===== src/rtl/amb_pkg.sv =====
package amb_pkg;

    localparam int DATA_W = 16;
    localparam int DEV_AW = 24;
    localparam int NARROW_W = 8;
    localparam int POL_W = 5;

    // polarity bit positions within cfg_pol
    localparam int POL_ARDY = 0;
    localparam int POL_ALE  = 1;
    localparam int POL_WE   = 2;
    localparam int POL_RE   = 3;
    localparam int POL_CS   = 4;

    typedef enum logic [1:0] {
        MODE_D8_A8      = 2'd0,
        MODE_D16_A16_MX = 2'd1,
        MODE_D8_A24_MX  = 2'd2
    } amb_mode_e;

    typedef enum logic [2:0] {
        ST_IDLE,
        ST_ADDR_SETUP,
        ST_ALE,
        ST_ADDR_HOLD,
        ST_SETUP,
        ST_STROBE,
        ST_HOLD,
        ST_DONE
    } amb_state_e;

endpackage


===== src/rtl/amb_cfg_regs.sv =====
module amb_cfg_regs
    import amb_pkg::*;
#(
    parameter int CNT_W = 4,
    parameter int NUM_BANKS = 4
) (
    input  logic                 clk,
    input  logic                 rst_n,
    input  logic                 load,
    input  logic                 busy,
    input  logic [1:0]           in_mode,
    input  logic [CNT_W-1:0]     in_as,
    input  logic [CNT_W-1:0]     in_ah,
    input  logic [CNT_W-1:0]     in_rs,
    input  logic [CNT_W-1:0]     in_rst,
    input  logic [CNT_W-1:0]     in_rh,
    input  logic [CNT_W-1:0]     in_ws,
    input  logic [CNT_W-1:0]     in_wst,
    input  logic [CNT_W-1:0]     in_wh,
    input  logic [POL_W-1:0]     in_pol,
    input  logic                 in_ardy_en,
    input  logic                 in_no_to,
    input  logic [NUM_BANKS-1:0] in_ben,
    output amb_mode_e            mode,
    output logic [CNT_W-1:0]     as_n,
    output logic [CNT_W-1:0]     ah_n,
    output logic [CNT_W-1:0]     rs_n,
    output logic [CNT_W-1:0]     rst_n_cnt,
    output logic [CNT_W-1:0]     rh_n,
    output logic [CNT_W-1:0]     ws_n,
    output logic [CNT_W-1:0]     wst_n,
    output logic [CNT_W-1:0]     wh_n,
    output logic [POL_W-1:0]     pol,
    output logic                 ardy_en,
    output logic                 no_to,
    output logic [NUM_BANKS-1:0] ben
);

    localparam logic [CNT_W-1:0] ONE = CNT_W'(1);

    amb_mode_e mode_dec;

    always_comb begin
        unique case (in_mode)
            2'd1:    mode_dec = MODE_D16_A16_MX;
            2'd2:    mode_dec = MODE_D8_A24_MX;
            default: mode_dec = MODE_D8_A8;
        endcase
    end

    always_ff @(posedge clk or negedge rst_n) begin
        if (!rst_n) begin
            mode      <= MODE_D8_A8;
            as_n      <= '0;
            ah_n      <= ONE;
            rs_n      <= '0;
            rst_n_cnt <= '0;
            rh_n      <= '0;
            ws_n      <= '0;
            wst_n     <= '0;
            wh_n      <= ONE;
            pol       <= '0;
            ardy_en   <= 1'b0;
            no_to     <= 1'b0;
            ben       <= NUM_BANKS'(1);
        end else if (load && !busy) begin
            mode      <= mode_dec;
            as_n      <= in_as;
            ah_n      <= in_ah;
            rs_n      <= in_rs;
            rst_n_cnt <= in_rst;
            rh_n      <= in_rh;
            ws_n      <= in_ws;
            wst_n     <= in_wst;
            wh_n      <= in_wh;
            pol       <= in_pol;
            ardy_en   <= in_ardy_en;
            no_to     <= in_no_to;
            ben       <= in_ben;
        end
    end

endmodule


===== src/rtl/amb_bank_decode.sv =====
module amb_bank_decode #(
    parameter int NUM_BANKS = 4,
    localparam int BANK_W = $clog2(NUM_BANKS)
) (
    input  logic [BANK_W-1:0]    sel,
    input  logic [NUM_BANKS-1:0] en,
    input  logic                 on,
    output logic [NUM_BANKS-1:0] cs_act,
    output logic                 sel_en
);

    assign sel_en = en[sel];

    for (genvar g = 0; g < NUM_BANKS; g++) begin : g_line
        assign cs_act[g] = on && en[g] && (sel == BANK_W'(g));
    end

endmodule


===== src/rtl/amb_pin_drive.sv =====
module amb_pin_drive
    import amb_pkg::*;
#(
    parameter int NUM_BANKS = 4
) (
    input  logic [POL_W-1:0]     pol,
    input  logic                 ale_act,
    input  logic                 we_act,
    input  logic                 re_act,
    input  logic [NUM_BANKS-1:0] cs_act,
    input  logic                 ext_ardy,
    output logic                 ext_ale,
    output logic                 ext_we,
    output logic                 ext_re,
    output logic [NUM_BANKS-1:0] ext_cs,
    output logic                 ardy_act
);

    // polarity bit 1 = active-high pin, 0 = active-low pin
    assign ext_ale  = ~(ale_act ^ pol[POL_ALE]);
    assign ext_we   = ~(we_act ^ pol[POL_WE]);
    assign ext_re   = ~(re_act ^ pol[POL_RE]);
    assign ardy_act = ~(ext_ardy ^ pol[POL_ARDY]);

    for (genvar g = 0; g < NUM_BANKS; g++) begin : g_cs
        assign ext_cs[g] = ~(cs_act[g] ^ pol[POL_CS]);
    end

endmodule


===== src/rtl/amb_ctrl.sv =====
module amb_ctrl
    import amb_pkg::*;
#(
    parameter int CNT_W = 4,
    parameter int WAIT_LIMIT = 32,
    parameter int NUM_BANKS = 4,
    localparam int BANK_W = $clog2(NUM_BANKS),
    localparam int REQ_AW = DEV_AW + BANK_W
) (
    input  logic                 clk,
    input  logic                 rst_n,
    input  logic                 cfg_load,
    input  logic [1:0]           cfg_mode,
    input  logic [CNT_W-1:0]     cfg_addr_setup,
    input  logic [CNT_W-1:0]     cfg_addr_hold,
    input  logic [CNT_W-1:0]     cfg_rd_setup,
    input  logic [CNT_W-1:0]     cfg_rd_strobe,
    input  logic [CNT_W-1:0]     cfg_rd_hold,
    input  logic [CNT_W-1:0]     cfg_wr_setup,
    input  logic [CNT_W-1:0]     cfg_wr_strobe,
    input  logic [CNT_W-1:0]     cfg_wr_hold,
    input  logic [4:0]           cfg_pol,
    input  logic                 cfg_ardy_en,
    input  logic                 cfg_ardy_no_timeout,
    input  logic [NUM_BANKS-1:0] cfg_bank_en,
    input  logic                 req_valid,
    input  logic                 req_write,
    input  logic [REQ_AW-1:0]    req_addr,
    input  logic [15:0]          req_wdata,
    output logic                 req_ready,
    output logic [15:0]          rd_data,
    output logic [15:0]          ext_ad_o,
    output logic                 ext_ad_oe,
    input  logic [15:0]          ext_ad_i,
    output logic [7:0]           ext_a,
    output logic                 ext_ale,
    output logic                 ext_we,
    output logic                 ext_re,
    output logic [NUM_BANKS-1:0] ext_cs,
    input  logic                 ext_ardy
);

    localparam int WAIT_W = $clog2(WAIT_LIMIT + 1);
    localparam logic [CNT_W-1:0] ONE = CNT_W'(1);
    localparam logic [WAIT_W-1:0] WAIT_MAX = WAIT_W'(WAIT_LIMIT);

    // ---------------- configuration ----------------
    amb_mode_e          mode;
    logic [CNT_W-1:0]   c_as, c_ah, c_rs, c_rst, c_rh, c_ws, c_wst, c_wh;
    logic [POL_W-1:0]   c_pol;
    logic               c_ardy_en, c_no_to;
    logic [NUM_BANKS-1:0] c_ben;

    amb_state_e state, nxt;
    logic busy;

    assign busy = (state != ST_IDLE);

    amb_cfg_regs #(.CNT_W(CNT_W), .NUM_BANKS(NUM_BANKS)) u_cfg (
        .clk(clk), .rst_n(rst_n), .load(cfg_load), .busy(busy),
        .in_mode(cfg_mode), .in_as(cfg_addr_setup), .in_ah(cfg_addr_hold),
        .in_rs(cfg_rd_setup), .in_rst(cfg_rd_strobe), .in_rh(cfg_rd_hold),
        .in_ws(cfg_wr_setup), .in_wst(cfg_wr_strobe), .in_wh(cfg_wr_hold),
        .in_pol(cfg_pol), .in_ardy_en(cfg_ardy_en), .in_no_to(cfg_ardy_no_timeout),
        .in_ben(cfg_bank_en),
        .mode(mode), .as_n(c_as), .ah_n(c_ah), .rs_n(c_rs), .rst_n_cnt(c_rst),
        .rh_n(c_rh), .ws_n(c_ws), .wst_n(c_wst), .wh_n(c_wh), .pol(c_pol),
        .ardy_en(c_ardy_en), .no_to(c_no_to), .ben(c_ben)
    );

    // ---------------- latched request ----------------
    logic [REQ_AW-1:0] addr_q;
    logic [15:0]       wdata_q;
    logic              is_wr;
    logic [CNT_W-1:0]  cnt, cnt_load;
    logic [WAIT_W-1:0] wait_cnt;

    logic              accept;
    logic              mux_mode;
    logic              sel_wr;
    logic [CNT_W-1:0]  sel_setup, sel_strobe, sel_hold;
    logic              req_hit;
    logic              ardy_act;
    logic              strobe_last, wait_more;
    logic [BANK_W-1:0] bank_sel;

    logic              ale_act, re_act, we_act, cs_on;
    logic [NUM_BANKS-1:0] cs_act;

    assign accept   = (state == ST_IDLE) && req_valid;
    assign mux_mode = (mode != MODE_D8_A8);
    assign sel_wr   = (state == ST_IDLE) ? req_write : is_wr;
    assign sel_setup  = sel_wr ? c_ws  : c_rs;
    assign sel_strobe = sel_wr ? c_wst : c_rst;
    assign sel_hold   = sel_wr ? c_wh  : c_rh;
    assign bank_sel = (state == ST_IDLE) ? req_addr[REQ_AW-1 -: BANK_W]
                                         : addr_q[REQ_AW-1 -: BANK_W];

    amb_bank_decode #(.NUM_BANKS(NUM_BANKS)) u_bank (
        .sel(bank_sel), .en(c_ben), .on(cs_on), .cs_act(cs_act), .sel_en(req_hit)
    );

    amb_pin_drive #(.NUM_BANKS(NUM_BANKS)) u_pins (
        .pol(c_pol), .ale_act(ale_act), .we_act(we_act), .re_act(re_act),
        .cs_act(cs_act), .ext_ardy(ext_ardy),
        .ext_ale(ext_ale), .ext_we(ext_we), .ext_re(ext_re), .ext_cs(ext_cs),
        .ardy_act(ardy_act)
    );

    // ---------------- wait decision ----------------
    assign strobe_last = (cnt == '0);
    assign wait_more   = c_ardy_en && !ardy_act && (c_no_to || (wait_cnt < WAIT_MAX));

    function automatic amb_state_e access_entry(input logic [CNT_W-1:0] setup);
        return (setup != '0) ? ST_SETUP : ST_STROBE;
    endfunction

    // ---------------- next state ----------------
    always_comb begin
        nxt = state;
        unique case (state)
            ST_IDLE: begin
                if (req_valid) begin
                    if (!req_hit)          nxt = ST_DONE;
                    else if (mux_mode)     nxt = (c_as != '0) ? ST_ADDR_SETUP : ST_ALE;
                    else                   nxt = access_entry(sel_setup);
                end
            end
            ST_ADDR_SETUP: if (cnt == '0) nxt = ST_ALE;
            ST_ALE:        nxt = (c_ah != '0) ? ST_ADDR_HOLD : access_entry(sel_setup);
            ST_ADDR_HOLD:  if (cnt == '0) nxt = access_entry(sel_setup);
            ST_SETUP:      if (cnt == '0) nxt = ST_STROBE;
            ST_STROBE: begin
                if (strobe_last && !wait_more)
                    nxt = (sel_hold != '0) ? ST_HOLD : ST_DONE;
            end
            ST_HOLD:       if (cnt == '0) nxt = ST_DONE;
            ST_DONE:       nxt = ST_IDLE;
        endcase
    end

    always_comb begin
        unique case (nxt)
            ST_ADDR_SETUP: cnt_load = c_as - ONE;
            ST_ADDR_HOLD:  cnt_load = c_ah - ONE;
            ST_SETUP:      cnt_load = sel_setup - ONE;
            ST_STROBE:     cnt_load = (sel_strobe == '0) ? '0 : sel_strobe - ONE;
            ST_HOLD:       cnt_load = sel_hold - ONE;
            default:       cnt_load = '0;
        endcase
    end

    // ---------------- state register ----------------
    always_ff @(posedge clk or negedge rst_n) begin
        if (!rst_n) begin
            state <= ST_IDLE;
            cnt   <= '0;
        end else begin
            state <= nxt;
            if (nxt != state)      cnt <= cnt_load;
            else if (cnt != '0)    cnt <= cnt - ONE;
        end
    end

    // ---------------- datapath registers ----------------
    always_ff @(posedge clk or negedge rst_n) begin
        if (!rst_n) begin
            addr_q   <= '0;
            wdata_q  <= '0;
            is_wr    <= 1'b0;
            rd_data  <= '0;
            wait_cnt <= '0;
        end else begin
            if (accept) begin
                addr_q  <= req_addr;
                wdata_q <= req_wdata;
                is_wr   <= req_write;
                rd_data <= '0;
            end
            if (state == ST_STROBE && nxt != ST_STROBE && !is_wr) begin
                rd_data <= (mode == MODE_D16_A16_MX) ? ext_ad_i
                                                     : {8'h00, ext_ad_i[NARROW_W-1:0]};
            end
            if (state != ST_STROBE)
                wait_cnt <= '0;
            else if (strobe_last && wait_more && wait_cnt != WAIT_MAX)
                wait_cnt <= wait_cnt + WAIT_W'(1);
        end
    end

    // ---------------- outputs ----------------
    always_comb begin
        ale_act   = (state == ST_ALE);
        re_act    = (state == ST_STROBE) && !is_wr;
        we_act    = (state == ST_STROBE) && is_wr;
        cs_on     = (state != ST_IDLE) && (state != ST_DONE);
        req_ready = (state == ST_DONE);
        ext_ad_o  = '0;
        ext_ad_oe = 1'b0;
        unique case (state)
            ST_ADDR_SETUP, ST_ALE, ST_ADDR_HOLD: begin
                ext_ad_o  = addr_q[15:0];
                ext_ad_oe = 1'b1;
            end
            ST_SETUP, ST_STROBE, ST_HOLD: begin
                if (is_wr) begin
                    ext_ad_o  = (mode == MODE_D16_A16_MX) ? wdata_q
                                                          : {8'h00, wdata_q[NARROW_W-1:0]};
                    ext_ad_oe = 1'b1;
                end
            end
            default: ;
        endcase
        unique case (mode)
            MODE_D8_A8:     ext_a = addr_q[7:0];
            MODE_D8_A24_MX: ext_a = addr_q[DEV_AW-1 -: NARROW_W];
            default:        ext_a = '0;
        endcase
    end

    // ---------------- assertions ----------------

    rdy_pulse_chk: assert property (@(posedge clk) disable iff (!rst_n)
        req_ready |=> !req_ready);


    ale_pulse_chk: assert property (@(posedge clk) disable iff (!rst_n)
        ale_act |=> !ale_act);


    strobe_cs_chk: assert property (@(posedge clk) disable iff (!rst_n)
        (re_act || we_act) |-> $onehot0(cs_act) && (cs_act != '0));


    dis_bank_chk: assert property (@(posedge clk) disable iff (!rst_n)
        (accept && !req_hit) |=> req_ready && (cs_act == '0));


    wait_bound_chk: assert property (@(posedge clk) disable iff (!rst_n)
        (state == ST_STROBE && !c_no_to) |-> (wait_cnt <= WAIT_MAX));


    rw_excl_chk: assert property (@(posedge clk) disable iff (!rst_n)
        !(re_act && we_act));

endmodule


===== config.mk =====
export PLATFORM = sky130hd
export DESIGN_NAME = amb_ctrl
export DESIGN_NICKNAME = d
export VERILOG_FILES = /design/src/rtl/amb_pkg.sv /design/src/rtl/amb_cfg_regs.sv /design/src/rtl/amb_bank_decode.sv /design/src/rtl/amb_pin_drive.sv /design/src/rtl/amb_ctrl.sv
export SDC_FILE = /design/constraint.sdc
export NUM_CORES = 1
export LEC_CHECK = 0
export BUFFER_PORTS_ARGS = -buffer_cell sky130_fd_sc_hd__buf_2
export CAP_MARGIN = 20
export CORE_ASPECT_RATIO = 0.7
export CORE_MARGIN = 2
export CORE_UTILIZATION = 40
export CTS_CLUSTER_SIZE = 20
export DETAILED_ROUTE_END_ITERATION = 16
export PLACE_DENSITY = 0.68
export SLEW_MARGIN = 10
export SYNTH_ARGS = -nofsm -noshare
export SYNTH_HDL_FRONTEND = slang
export SYNTH_SLANG_ARGS = --single-unit

===== constraint.sdc =====
create_clock -name clk -period 4.85 [get_ports clk]
set_input_delay 0.2425 -clock clk [delete_from_list [all_inputs] [get_ports clk]]
set_output_delay 0.2425 -clock clk [all_outputs]
set_load 0.005 [all_outputs]

---- After elaboration in Yosys (flattened, before gate mapping) ----
Index checks and enable logic that the tools add are counted.
cells by class
  add/subtract/negate cells ............... 7
  magnitude comparators ................... 2
  equal/unequal tests ..................... 24
  multiplexer cells ....................... 36
  bitwise operators ....................... 15
  reduce and logical (&&, ||, !) cells .... 41
operators with widths
  kind                   count
  $mux W16               5
  $pmux W16 S2           1
  $mux W3                9
  $mux W4                6
  $pmux W3 S8            1
  $sub A4 B1 Y4 const B  6
  $eq A3 B3 Y1 const B   7
  $logic_and A1 B1 Y1    20
  $pmux W4 S5            1
  $reduce_bool A4 Y1     5
  $pmux W8 S2            1
  $mux W6                2
  $eq A3 B2 Y1 const B   3
  $ne A3 B3 Y1 const B   3
  $eq A2 B2 Y1 const B   4
  $logic_not A4 Y1       2
  $reduce_bool A2 Y1     4
  $xor A1 B1 Y1          8
  $not A1 Y1             7
  $add A6 B1 Y6 const B  1
  $eq A2 B1 Y1 const B   3
  $eq A3 B1 Y1 const B   2
  $lt A6 B6 Y1 const B   1
  $ne A6 B6 Y1 const B   1
  other kinds (13)       22
storage, ports and cells
  bits in registers ....................... 117
  bits of input ports ..................... 109
  output and inout bits ................... 49
  word-level logic and storage cells ...... 145

---- Logic depth before layout (Yosys ltp) ----
Gate-level depths: netlist of the first run.
  depth after elaboration ................. 13
  mapped depth ............................ 12

---- Modules after synthesis ----
Synthesis of the first run repeated with hierarchy kept, for this count alone.
second synthesis, totals
  cells, all modules ...................... 499
  area, all modules ....................... 6,080.8 µm²
by module, submodules not included
  module           times used  cells an instance  area each (µm²)  sequential area each (µm²)
  amb_ctrl         1           387                4,025.1          1,801.7
  amb_cfg_regs     1           98                 1,913.1          1,129.8
  amb_pin_drive    1           9                  75.1             0.0
  amb_bank_decode  1           5                  67.6             0.0

---- Least setup slack after synthesis of the first run ----
Ideal clock, no wire load.
  path kind ............................... register to register
  start point ............................. register state[0]
  end point ............................... register rd_data[10]
  setup time .............................. 0.079 ns
  arrival ................................. 2.819 ns
  required time ........................... 4.771 ns
  slack ................................... 1.952 ns
  cell stages (with the launch flop) ...... 11
  path buffers ............................ 2
  period minus slack after synthesis ...... 2.898 ns
  cells stage by stage .................... dfrtp_1 -> clkbuf_1 -> nor3_2 -> mux2i_1 -> mux2_2 -> a211oi_4 -> nor2_2 -> and2_4 -> nor3_4 -> buf_8 -> mux2i_1
between the ends
  cells in the longest elaborated chain, start to end .. 13
RTL lines
  element                                                RTL line                                         source
  from (decl)                                            amb_ctrl.sv:54                                   amb_state_e state, nxt;
  from (signal assigned)                                 amb_ctrl.sv:159                                  state <= nxt;
  $logic_not A3 Y1                                       amb_ctrl.sv:92, amb_ctrl.sv:96, amb_ctrl.sv:121
  $mux W1                                                amb_ctrl.sv:92                                   assign sel_wr = (state == ST_IDLE) ? req_write : is_wr;
  $mux W4                                                amb_ctrl.sv:93                                   assign sel_setup = sel_wr ? c_ws : c_rs;
  $reduce_bool A4 Y1                                     amb_ctrl.sv:115                                  return (setup != '0) ? ST_SETUP : ST_STROBE;
  $mux W1                                                amb_ctrl.sv:115
  $mux W3                                                amb_ctrl.sv:125                                  else if (mux_mode) nxt = (c_as != '0) ? ST_ADDR_SETUP : ST_ALE;
  $mux W3                                                amb_ctrl.sv:124                                  if (!req_hit) nxt = ST_DONE;
  $mux W3                                                amb_ctrl.sv:123                                  if (req_valid) begin
  $pmux W3 S8 *                                          amb_ctrl.sv:121                                  unique case (state)
  net nxt[0]                                             amb_ctrl.sv:54
  $ne A3 B3 Y1 *                                         amb_ctrl.sv:180                                  if (state == ST_STROBE && nxt != ST_STROBE && !is_wr) begin
  $logic_and A1 B1 Y1 * (2 in a row)                     amb_ctrl.sv:180
  $mux W16 / $reduce_bool A2 Y1 (equally long branches)  n/a
  to (signal assigned)                                   amb_ctrl.sv:181                                  rd_data <= (mode == MODE_D16_A16_MX) ? ext_ad_i
  to (decl)                                              amb_ctrl.sv:31                                   output logic [15:0] rd_data,
The timed path passes the listed nets; every way through them passes the cells marked *. The select of a mux whose other input is x is not followed.
A chain may end at the register's enable or synchronous reset.

---- Worst setup path after layout of the first run ----
  start point ............................. register state[2]
  end point ............................... register rd_data[2]
Same word-level chain as after synthesis.

==> run_results.csv, run 1 <==
group,metric,value,unit
power_and_ir_drop,total_leakage_power,3.75,nW
timing,setup_ws,1.10,ns
cts,cts_root_buffer,"clkbuf_16",
cts,holdBufCountCts,1,
timing,maxSlewViolCount,0,
timing,tns,0,ns
timing,period_minus_slack,3.75,ns
yosys,synth_fp_nets,724,
routing,post_drt_wl_per_cell,15.9,um
layout,area_delta_synth_final,27.3,%
placed_design,io_buffers,157,
routing,drtIter0Drc,364,
placed_design,dp.final_hpwl,11.2,mm
worst_setup_path,r2r_cells,9,
worst_setup_path,crit_arrival,4.08,ns
global_routing,grt_first_pass_wirelength,25.2,mm
floorplan,core.rowCount,37,
timing,fin_skew,0.0102,ns
floorplan,dieHeight,107,um
power_and_ir_drop,power_switching,2.00,mW
power_and_ir_drop,swShare,37.1,%
power_and_ir_drop,power,5.41,mW
yosys,synth_compound_area_share,8.84,%
cts,htreeDepth,4,
worst_setup_path,timing.critical_path.to_type,"register",
yosys,synth-seq-area-share,48.5,%
run_status,status,"finished clean",
yosys,yosys.area_share.xor_xnor,2.75,%
routing,dr.pass1.iters,5,
layout,fin_util,52.2,%
global_routing,grt_overflow,0,
yosys,syn_inst,611,
yosys,synth_area,6040,um2
global_routing,grt_use_total,20.4,%
floorplan,core_area,14700,um2
layout,antenna_cells,0,
floorplan,start_util,41.0,%
cts,clockBufferDepth,2,
job,drv_cap,0,
yosys,ys_types,65,
routing,via_per_inst,5.06,
timing,hold_viol_final,0,
cts,clk_pin_slew,0.06,ns
cts,cts_tree,"done",
power_and_ir_drop,seqPwrFrac,33.4,%
yosys,ys_warn_count,0,
cts,cts_setup_buffers,0,
min_path,hp-class,"in -> reg",
cts,clock_latency,0.41,ns
layout,final_cell_mix,"nand2_1 (166), buf_2 (156), dfrtp_1 (114)",
routing,route.detailed.drc,0,
yosys,yosys.area_share.simple,19.3,%
yosys,synthMuxAreaShare,16.3,%
cts,numCtsBuffers,17,
timing,max_freq,267,MHz
worst_setup_path,critical_path_class,"reg -> reg",
placed_design,gp_congestion,0.965,
yosys,syn_area_per_cell,9.89,um2
power_and_ir_drop,intPower,3.41,mW
yosys,synth_top_family_by_area,"simple AND/OR/NAND/NOR gates",
floorplan,die_x,151,um
floorplan,ios,158,
min_path,whs_path_depth,3,
worst_setup_path,cp-start-kind,"register",
layout,fin_nets,877,
yosys,synthArstFlopShare,100,%
global_routing,grt_max_degree,73,
cts,postCtsResizedCells,0,
global_routing,antenna_found_initial,0,
cts,cts_num_sinks,117,
yosys,synthAdderAreaFrac,0.829,%
global_routing,grt_pass1_vias,4860,
routing,routed_wl,15.5,mm
timing,fin_crit_sh,77.3,%
timing,timing.slew.headroom,32.2,%
routing,ant_nets,0,
yosys,synth_seq_cells,117,
timing,rsz0062_at_grt,"false",
worst_setup_path,required,5.18,ns
power_and_ir_drop,combPwrFrac,41.3,%
layout,mostFrequentLayoutCell,"nand2_1",
timing,worstMarginPinSlew,1.01,ns
power_and_ir_drop,power_frac_clock,25.3,%
worst_setup_path,crit_fanout,23,
floorplan,dieArea,16100,um2
placed_design,post-place-ws,1.15,ns
layout,drive_gt1_share,33.5,%
yosys,ys_dominant_reg_cell,"dfrtp_1",
power_and_ir_drop,ir_drop,0.000351,V
power_and_ir_drop,p_per_area,704,nW/um2
yosys,synth-edff-count,0,
timing,finalSetupViolCount,0,
routing,vias,4915,
worst_setup_path,reg2reg_setup_slack,1.10,ns
[layer usage]
layer / share of wire (%) / global-route usage, % / routed length [um]
met5: 0 / 0 / 0
met4: 1.7 / 6.48 / 271
met3: 5.7 / 4.68 / 884
met2: 41 / 28.4 / 6300
met1: 52 / 31.3 / 8030
[power by group through the flow]
stage | clock, mW | combinational (mW) | sequential, mW
after floorplan | 0 | 1.63 | 1.66
after global placement | 0 | 2.17 | 1.81
after detailed placement | 0 | 2.22 | 1.82
after CTS | 1.40 | 2.23 | 1.81
after global routing | 1.44 | 2.48 | 1.88
final | 1.37 | 2.23 | 1.81
[final cells by class]
cell class                      count  area (um2)
Multi-Input combinational cell    442        2910
Timing Repair Buffer              165         876
Clock inverter                     13         195
Clock buffer                       19         453
Tap cell                          195         244
Fill cell                        1341        7030
Sequential cell                   117        2930
Inverter                           21        78.8
[worst max-delay path: stages (launching register included)]
cell	delay (ns)
dfrtp_1	0.53
nor3_2	0.52
mux2i_2	0.26
buf_4	0.31
mux2_2	0.41
a211oi_4	0.25
nor2_2	0.15
and2_4	0.18
nor3_4	0.77
mux2i_1	0.28
[flip-flops by register name, indices dropped and copies added, names as in the netlist, 5 cells and up]
name	flops
addr_q	26
wait_cnt	6
wdata_q	16
u_cfg.pol	5
rd_data	16
[cell usage after synthesis, types with 4 or more instances]
cell	count	area share, %
and2_1	5	0.52
nand3b_1	5	0.62
a22o_1	16	2.3
nor3b_1	4	0.50
mux2_2	46	8.6
nor3_1	7	0.58
dfrtp_1	114	47
buf_1	5	0.31
nand3_1	6	0.50
a211oi_1	4	0.50
nand4_1	4	0.41
nor2_1	28	1.7
nand2_1	167	10
xnor2_1	12	1.7
clkbuf_1	24	1.5
inv_1	20	1.2
nor2b_1	5	0.52
xor2_1	7	1.0
ha_1	4	0.83
o21ai_0	15	1.2
a21oi_1	7	0.58
mux2i_1	41	6.8
[worst paths after layout]
| check | end | startpoint |
|---|---|---|
| min in group asynchronous | u_cfg.rst_n_cnt[0] | rst_n |
| worst min register to register | wdata_q[3] | wdata_q[3] |
| worst max register to register | rd_data[2] | state[2] |
| max in group asynchronous | wdata_q[1] | rst_n |
| worst min-delay path | wdata_q[11] | req_wdata[11] |
| worst max-delay path | rd_data[2] | state[2] |
[cell families (layout without fill, tap and decap cells)]
group / count (synthesis) / after routing
AND/OR/NAND/NOR: 258 / 258
flip-flops: 117 / 117
multiplexers: 90 / 90
AO/OA/AOI/OAI: 71 / 71
buffers and inverters: 52 / 218
XOR/XNOR: 19 / 19
adder cells (fa/ha/maj): 4 / 4
[per-stage QoR]
step | hold WS [ns] | cells | cell area [um2]
floorplan | -0.0531 | 611 | 6040
global placement | 0.422 | 937 | 6990
detailed placement | 0.436 | 938 | 7010
CTS | 0.00269 | 971 | 7670
global route | 0.0129 | 972 | 7690
finish | 0.0172 | 972 | 7690
Note: power is estimated with default switching activity, not from simulation.
==> run 2: changes to the inputs <==
==> constraint.sdc (replaced) <==
create_clock -name clk -period 3.6 [get_ports clk]
set_input_delay 0.18 -clock clk [delete_from_list [all_inputs] [get_ports clk]]
set_output_delay 0.18 -clock clk [all_outputs]
set_load 0.005 [all_outputs]
==> run 2 against run 1 <==
Sequential cell count did not move. Sequential share of layout area fell by 3.6 points. Register-to-register slack got worse by 0.67 ns. Worst setup slack got worse by 0.67 ns. Critical path depth fell by 2. Worst hold slack improved by 0.0035 ns. Routed wire length rose by 11%. Sequential power rose by 34%. Clock power rose by 31%. Via count rose by 9.1%. Utilization rose by 5.4 points. Combinational power rose by 42%. Critical endpoint is now cnt[1]. Largest power group unchanged.
==> run_results.csv, run 2 (synthesis gave the netlist of run 1 again) <==
group,metric,value,unit
run_status,status,"finished clean",
global_routing,grt_first_pass_wirelength,27.1,mm
layout,reg.largest.list,"addr_q x26, rd_data x16, wdata_q x16",
worst_setup_path,crit_fanout,12,
min_path,hold_path_end,"u_cfg.rh_n[0]",
floorplan,ios,158,
routing,vias,5361,
layout,final_cell_mix,"nand2_1 (166), buf_2 (156), dfrtp_1 (114)",
global_routing,grt_pass1_vias,5254,
power_and_ir_drop,power,7.38,mW
worst_setup_path,crit_arrival,3.45,ns
worst_setup_path,path_cells,"nor3_2 -> mux2i_2 -> mux2_2 -> a211oi_4 -> nor2_2 -> a211oi_2 -> mux2_2",
worst_setup_path,cp-start-kind,"register",
global_routing,grt_use_total,21.9,%
cts,cts_root_buffer,"clkbuf_16",
timing,max_freq,315,MHz
routing,route.detailed.drc,0,
routing,via_per_inst,5.09,
power_and_ir_drop,p_per_area,869,nW/um2
job,drv_cap,0,
cts,clk_pin_slew,0.06,ns
timing,hold_viol_final,0,
timing,period_minus_slack,3.17,ns
timing,setup_ws,0.427,ns
worst_setup_path,worstSetupPathDepth,7,
cts,htreeDepth,4,
routing,ant_nets,0,
layout,largest_reg_flops,26,
worst_setup_path,slowest_delay,0.50,ns
min_path,whs_path_depth,2,
worst_setup_path,required,3.88,ns
placed_design,gp_congestion,0.984,
timing,maxSlewViolCount,0,
routing,routed_wl,17.2,mm
placed_design,dp_cells,945,
power_and_ir_drop,total_leakage_power,4.09,nW
layout,mostFrequentLayoutCell,"nand2_1",
worst_setup_path,critical_path_class,"reg -> reg",
routing,drtIter0Drc,383,
worst_setup_path,cpMostUsedCell,"mux2_2",
placed_design,post-place-ws,0.524,ns
worst_setup_path,r2r_cells,7,
floorplan,dieHeight,107,um
min_path,hp-class,"in -> reg",
layout,regMostFlops,"addr_q",
layout,antenna_cells,0,
timing,fin_skew,0.00871,ns
timing,worstMarginPinSlew,0.655,ns
cts,cts_tree,"done",
worst_setup_path,reg2reg_setup_slack,0.43,ns
floorplan,die_x,151,um
floorplan,core_area,14700,um2
cts,cts_num_sinks,117,
power_and_ir_drop,ir_drop,0.000385,V
worst_setup_path,crit-reg2reg-launch,"state[1]",
floorplan,start_util,41.0,%
routing,post_drt_wl_per_cell,16.4,um
placed_design,io_buffers,157,
worst_setup_path,r2r-end,"cnt[1]",
placed_design,dp.final_hpwl,11.7,mm
min_path,hp-start,"cfg_rd_hold[0]",
timing,timing.slew.headroom,55.2,%
global_routing,antenna_found_initial,0,
floorplan,core.rowCount,37,
routing,dr.pass1.iters,5,
layout,stdcell_count,1053,
cts,clockBufferDepth,2,
timing,tns,0,ns
timing,finalSetupViolCount,0,
worst_setup_path,slowest_stage,"dfrtp_1",
cts,numCtsBuffers,17,
global_routing,grt_max_degree,79,
timing,rsz0062_at_grt,"false",
worst_setup_path,timing.critical_path.to_type,"register",
floorplan,dieArea,16100,um2
worst_setup_path,crit_family,"multiplexers",
timing,fin_crit_sh,88.1,%
global_routing,grt_overflow,0,
layout,area_delta_synth_final,40.5,%
layout,fin_nets,958,
cts,clock_latency,0.40,ns
layout,drive_gt1_share,30.9,%
worst_setup_path,path_buf_inv,0,
## run 2: cell types whose count changed in the layout (fill, tap and decap cells not counted), sizes merged
cell / change
clkinvlp: +1
dlygate4sd3: +74
clkbuf: +1
inv: -2
buf: +7
## run 2: power breakdown
group | switching [mW] | leakage, nW | internal, mW
clock network | 0.611 | 0.293 | 1.18
registers | 0.511 | 1.46 | 1.91
logic | 1.62 | 2.34 | 1.55
total | 2.74 | 4.09 | 4.64
## run 2: worst max path at each step
stage             start     endpoint
4_1_cts        state[1]       cnt[1]
3_5_place_dp   state[1]       cnt[1]
6_report       state[1]       cnt[1]
3_3_place_gp   state[1]       cnt[1]
2_1_floorplan  state[0]  rd_data[10]
5_1_grt        state[1]       cnt[3]
## run 2: cell type report
class / count / area [um2]
timing repair buffer: 246 / 1700
tap: 195 / 244
sequential: 117 / 2930
inverter: 21 / 78.8
clock inverter: 12 / 178
multi-input combinational: 442 / 2910
fill: 1290 / 6230
clock buffer: 20 / 447
## run 2: through the flow
step	utilization, %	hold slack, ns	cell area (um2)
final	57.7	0.0207	8490
after CTS	57.5	0.000291	8460
after global routing	57.7	0.00253	8490
after detailed placement	48.1	0.375	7090
after floorplan	-	-0.116	6040
after global placement	48.0	0.373	7070
## run 2: repair_timing
item,CTS,global route
hold endpoints to repair,149,0
resized for setup,0,0
setup buffers,0,0
hold buffers,75,0
endpoints found under the setup margin,0,0
## run 2: metal layers
layer	vias up	share of wire (%)	track usage, %
met5	-	0	0
met4	0	1.5	6.48
met3	20	6.2	4.68
met2	201	43	32.5
met1	2572	49	32.3
li1	2568	-	-
## run 2: worst register-to-register path: stages, from the launching register on
cell	delay, ns
dfrtp_1	0.50
nor3_2	0.50
mux2i_2	0.38
mux2_2	0.41
a211oi_4	0.26
nor2_2	0.14
a211oi_2	0.46
mux2_2	0.39
==> run 3: changes to the inputs <==
--- a/config.mk
+++ b/config.mk
@@ -5,6 +5,7 @@
 export SDC_FILE = /design/constraint.sdc
 export NUM_CORES = 1
 export LEC_CHECK = 0
+export ABC_AREA = 1
 export BUFFER_PORTS_ARGS = -buffer_cell sky130_fd_sc_hd__buf_2
 export CAP_MARGIN = 20
 export CORE_ASPECT_RATIO = 0.7
==> run 3 against run 2 <==
Routed wire length increased by 2.2%. Clock power decreased by 2%. Area after synthesis is 2.4% lower. Via count increased by 9.7%. Critical path depth up 12. Clock skew hardly changed. Sequential power is 6% lower. Cell count up 16%. Non-clock buffer count increased by 15. Combinational power decreased by 1%. Critical endpoint is now rd_data[2].
==> run_results.csv, run 3 <==
group,metric,value,unit
cts,cts_root_buffer,"clkbuf_16",
timing,finalSetupViolCount,0,
global_routing,grt_overflow,0,
worst_setup_path,crit_fanout,17,
yosys,synth_fp_nets,876,
cts,htreeDepth,4,
cts,postCtsResizedCells,0,
worst_setup_path,slowest_delay,0.49,ns
layout,area_delta_synth_final,43.3,%
yosys,synth_top_area_share,48.4,%
yosys,synth_seq_cells,117,
worst_setup_path,path_buf_inv,5,
yosys,synthTopCellsByArea,"dfrtp_1 (48%), nand2_1 (20%), nand3_1 (5.3%)",
worst_setup_path,slowest_stage,"dfrtp_1",
timing,hold_viol_final,0,
placed_design,placed_area,6880,um2
global_routing,grt_pass1_vias,5726,
worst_setup_path,cp-start-kind,"register",
floorplan,ios,158,
global_routing,grt_max_degree,63,
cts,cts_num_sinks,117,
cts,clk_pin_slew,0.06,ns
worst_setup_path,required,3.90,ns
worst_setup_path,critical_path_class,"reg -> reg",
yosys,ys_types,39,
timing,fin_skew,0.00915,ns
routing,route.detailed.drc,0,
yosys,ys_warn_count,0,
yosys,synth_area,5900,um2
timing,maxSlewViolCount,0,
power_and_ir_drop,ir_drop,0.000365,V
global_routing,grt_use_total,23.3,%
layout,final_cell_mix,"nand2_1 (319), buf_2 (156), dfrtp_1 (114)",
layout,antenna_cells,0,
yosys,synthArstFlopShare,100,%
worst_setup_path,path_cells,"inv_2 -> nand2_4 -> nand2_2 -> nand2_2 -> nand2_1 -> nand2_1 -> nor2_2 -> o211ai_1 -> nand2_1 -> inv_1 -> nand2_1 -> nand2_1 -> inv_1 -> nand2_1 -> inv_2 -> nor2_4 -> inv_2 -> nand3_1 -> nand2_1",
global_routing,grt_first_pass_wirelength,28.8,mm
floorplan,dieArea,15700,um2
floorplan,die_x,149,um
yosys,ys_dominant_reg_cell,"dfrtp_1",
timing,timing.slew.headroom,37.9,%
power_and_ir_drop,total_leakage_power,4.46,nW
power_and_ir_drop,p_per_area,847,nW/um2
worst_setup_path,crit_arrival,3.51,ns
power_and_ir_drop,intPower,4.19,mW
layout,mostFrequentLayoutCell,"nand2_1",
cts,clockBufferDepth,2,
layout,regMostFlops,"addr_q",
worst_setup_path,cpMostUsedCell,"nand2_1",
timing,fin_crit_sh,89.2,%
job,drv_cap,0,
floorplan,core_area,14500,um2
timing,tns,0,ns
timing,max_freq,311,MHz
yosys,syn_inst,763,
power_and_ir_drop,swShare,41.4,%
routing,dr.pass1.iters,5,
cts,cts_tree,"done",
routing,post_drt_wl_per_cell,14.4,um
run_status,status,"finished clean",
global_routing,antenna_found_initial,0,
power_and_ir_drop,seqPwrFrac,31.9,%
cts,cts_setup_buffers,0,
cts,clock_latency,0.42,ns
layout,reg.largest.list,"addr_q x26, rd_data x16, wdata_q x16",
yosys,synthTopCellsByCount,"nand2_1 (319), dfrtp_1 (114), nand3_1 (63)",
yosys,synth-edff-count,0,
worst_setup_path,crit_family,"simple AND/OR/NAND/NOR gates",
routing,ant_nets,0,
floorplan,start_util,40.6,%
routing,drtIter0Drc,438,
routing,vias,5880,
yosys,synth-seq-area-share,49.7,%
layout,final.fill_count,1314,
placed_design,io_buffers,157,
yosys,synth.most_common_cell,"nand2_1",
timing,worstMarginPinSlew,0.917,ns
layout,stdcell_area,8450,um2
floorplan,core.rowCount,37,
timing,period_minus_slack,3.21,ns
layout,largest_reg_flops,26,
placed_design,dp.final_hpwl,11.7,mm
routing,via_per_inst,4.82,
yosys,syn_area_per_cell,7.73,um2
timing,rsz0062_at_grt,"false",
placed_design,gp_congestion,1.02,
routing,routed_wl,17.6,mm
layout,drive_gt1_share,22.0,%
floorplan,dieHeight,106,um
min_path,hp-class,"in -> reg",
power_and_ir_drop,combPwrFrac,43.7,%
power_and_ir_drop,power_frac_clock,24.4,%
worst_setup_path,timing.critical_path.to_type,"register",
power_and_ir_drop,power_switching,2.97,mW
yosys,yosysTopAreaCell,"dfrtp_1",
layout,fin_nets,1127,
cts,numCtsBuffers,17,
run 3: path summary, 6_finish.rpt:
check                           start             to  slack (ns)  cells after the start
max reg2reg                  state[2]     rd_data[2]        0.39                     19
max                          state[2]     rd_data[2]        0.39                     19
max in group asynchronous       rst_n  u_cfg.wh_n[0]        2.38                      3
min                         req_write          is_wr       0.006                      3
min reg2reg                wdata_q[7]     wdata_q[7]        0.47                      2
min in group asynchronous       rst_n      addr_q[0]        0.39                      2
run 3: routing by layer:
| metal | wire [um] | track usage (%) | vias to the layer above |
|---|---|---|---|
| li1 | - | - | 2929 |
| met1 | 8560 | 34.4 | 2696 |
| met2 | 7410 | 33.6 | 224 |
| met3 | 1210 | 4.81 | 31 |
| met4 | 416 | 8.57 | 0 |
| met5 | 0 | 0 | - |
run 3: per-stage QoR:
stage | power (mW) | hold WS, ns | std cells | utilization, % | setup slack [ns]
after floorplan | 4.30 | -0.116 | 763 | - | 1.24
after CTS | 7.16 | 0.00159 | 1220 | 58.1 | 0.479
after global placement | 5.24 | 0.309 | 1093 | 47.3 | 0.619
final | 7.16 | 0.00580 | 1221 | 58.2 | 0.389
after global routing | 7.72 | 0.00973 | 1221 | 58.2 | 0.0848
after detailed placement | 5.30 | 0.320 | 1093 | 47.3 | 0.483
run 3: cell type report:
type	instances	area, um2	area share, %
clock buffers	17	425	5.03
multi-input cells	552	2600	30.7
repair buffers	261	1840	21.7
flip-flops and latches	117	2930	34.7
well taps	195	244	2.89
clock inverters	14	176	2.09
inverters	65	244	2.89
run 3: timing repair:
action	4_1_cts	5_1_grt
hold buffers	96	1
endpoints found under the hold margin	156	1
setup endpoints to repair	0	0
run 3: cell families after synthesis:
| kind of cell | synth area share, % |
|---|---|
| xor+xnor | 1.78 |
| mux | 0.509 |
| flops | 49.7 |
| buf+inv | 6.41 |
| simple gates | 32.1 |
| fa+ha+maj | 0.849 |
| compound gates | 8.70 |
run 3: power by group through the flow:
stage,sequential [mW],combinational (mW),clock [mW]
after floorplan,2.17,2.13,0
after global placement,2.29,2.95,0
after detailed placement,2.28,3.02,0
after CTS,2.28,3.11,1.77
after global routing,2.35,3.54,1.83
final,2.28,3.13,1.75
run 3: worst register-to-register path, stage by stage, from the launching register on:
cell and delay, ns:
dfrtp_1 0.49, inv_2 0.16, nand2_4 0.18, nand2_2 0.08, nand2_2 0.19, nand2_1 0.08, nand2_1 0.14, nor2_2 0.07
o211ai_1 0.09, nand2_1 0.10, inv_1 0.06, nand2_1 0.04, nand2_1 0.29, inv_1 0.17, nand2_1 0.15, inv_2 0.08
nor2_4 0.32, inv_2 0.22, nand3_1 0.11, nand2_1 0.07
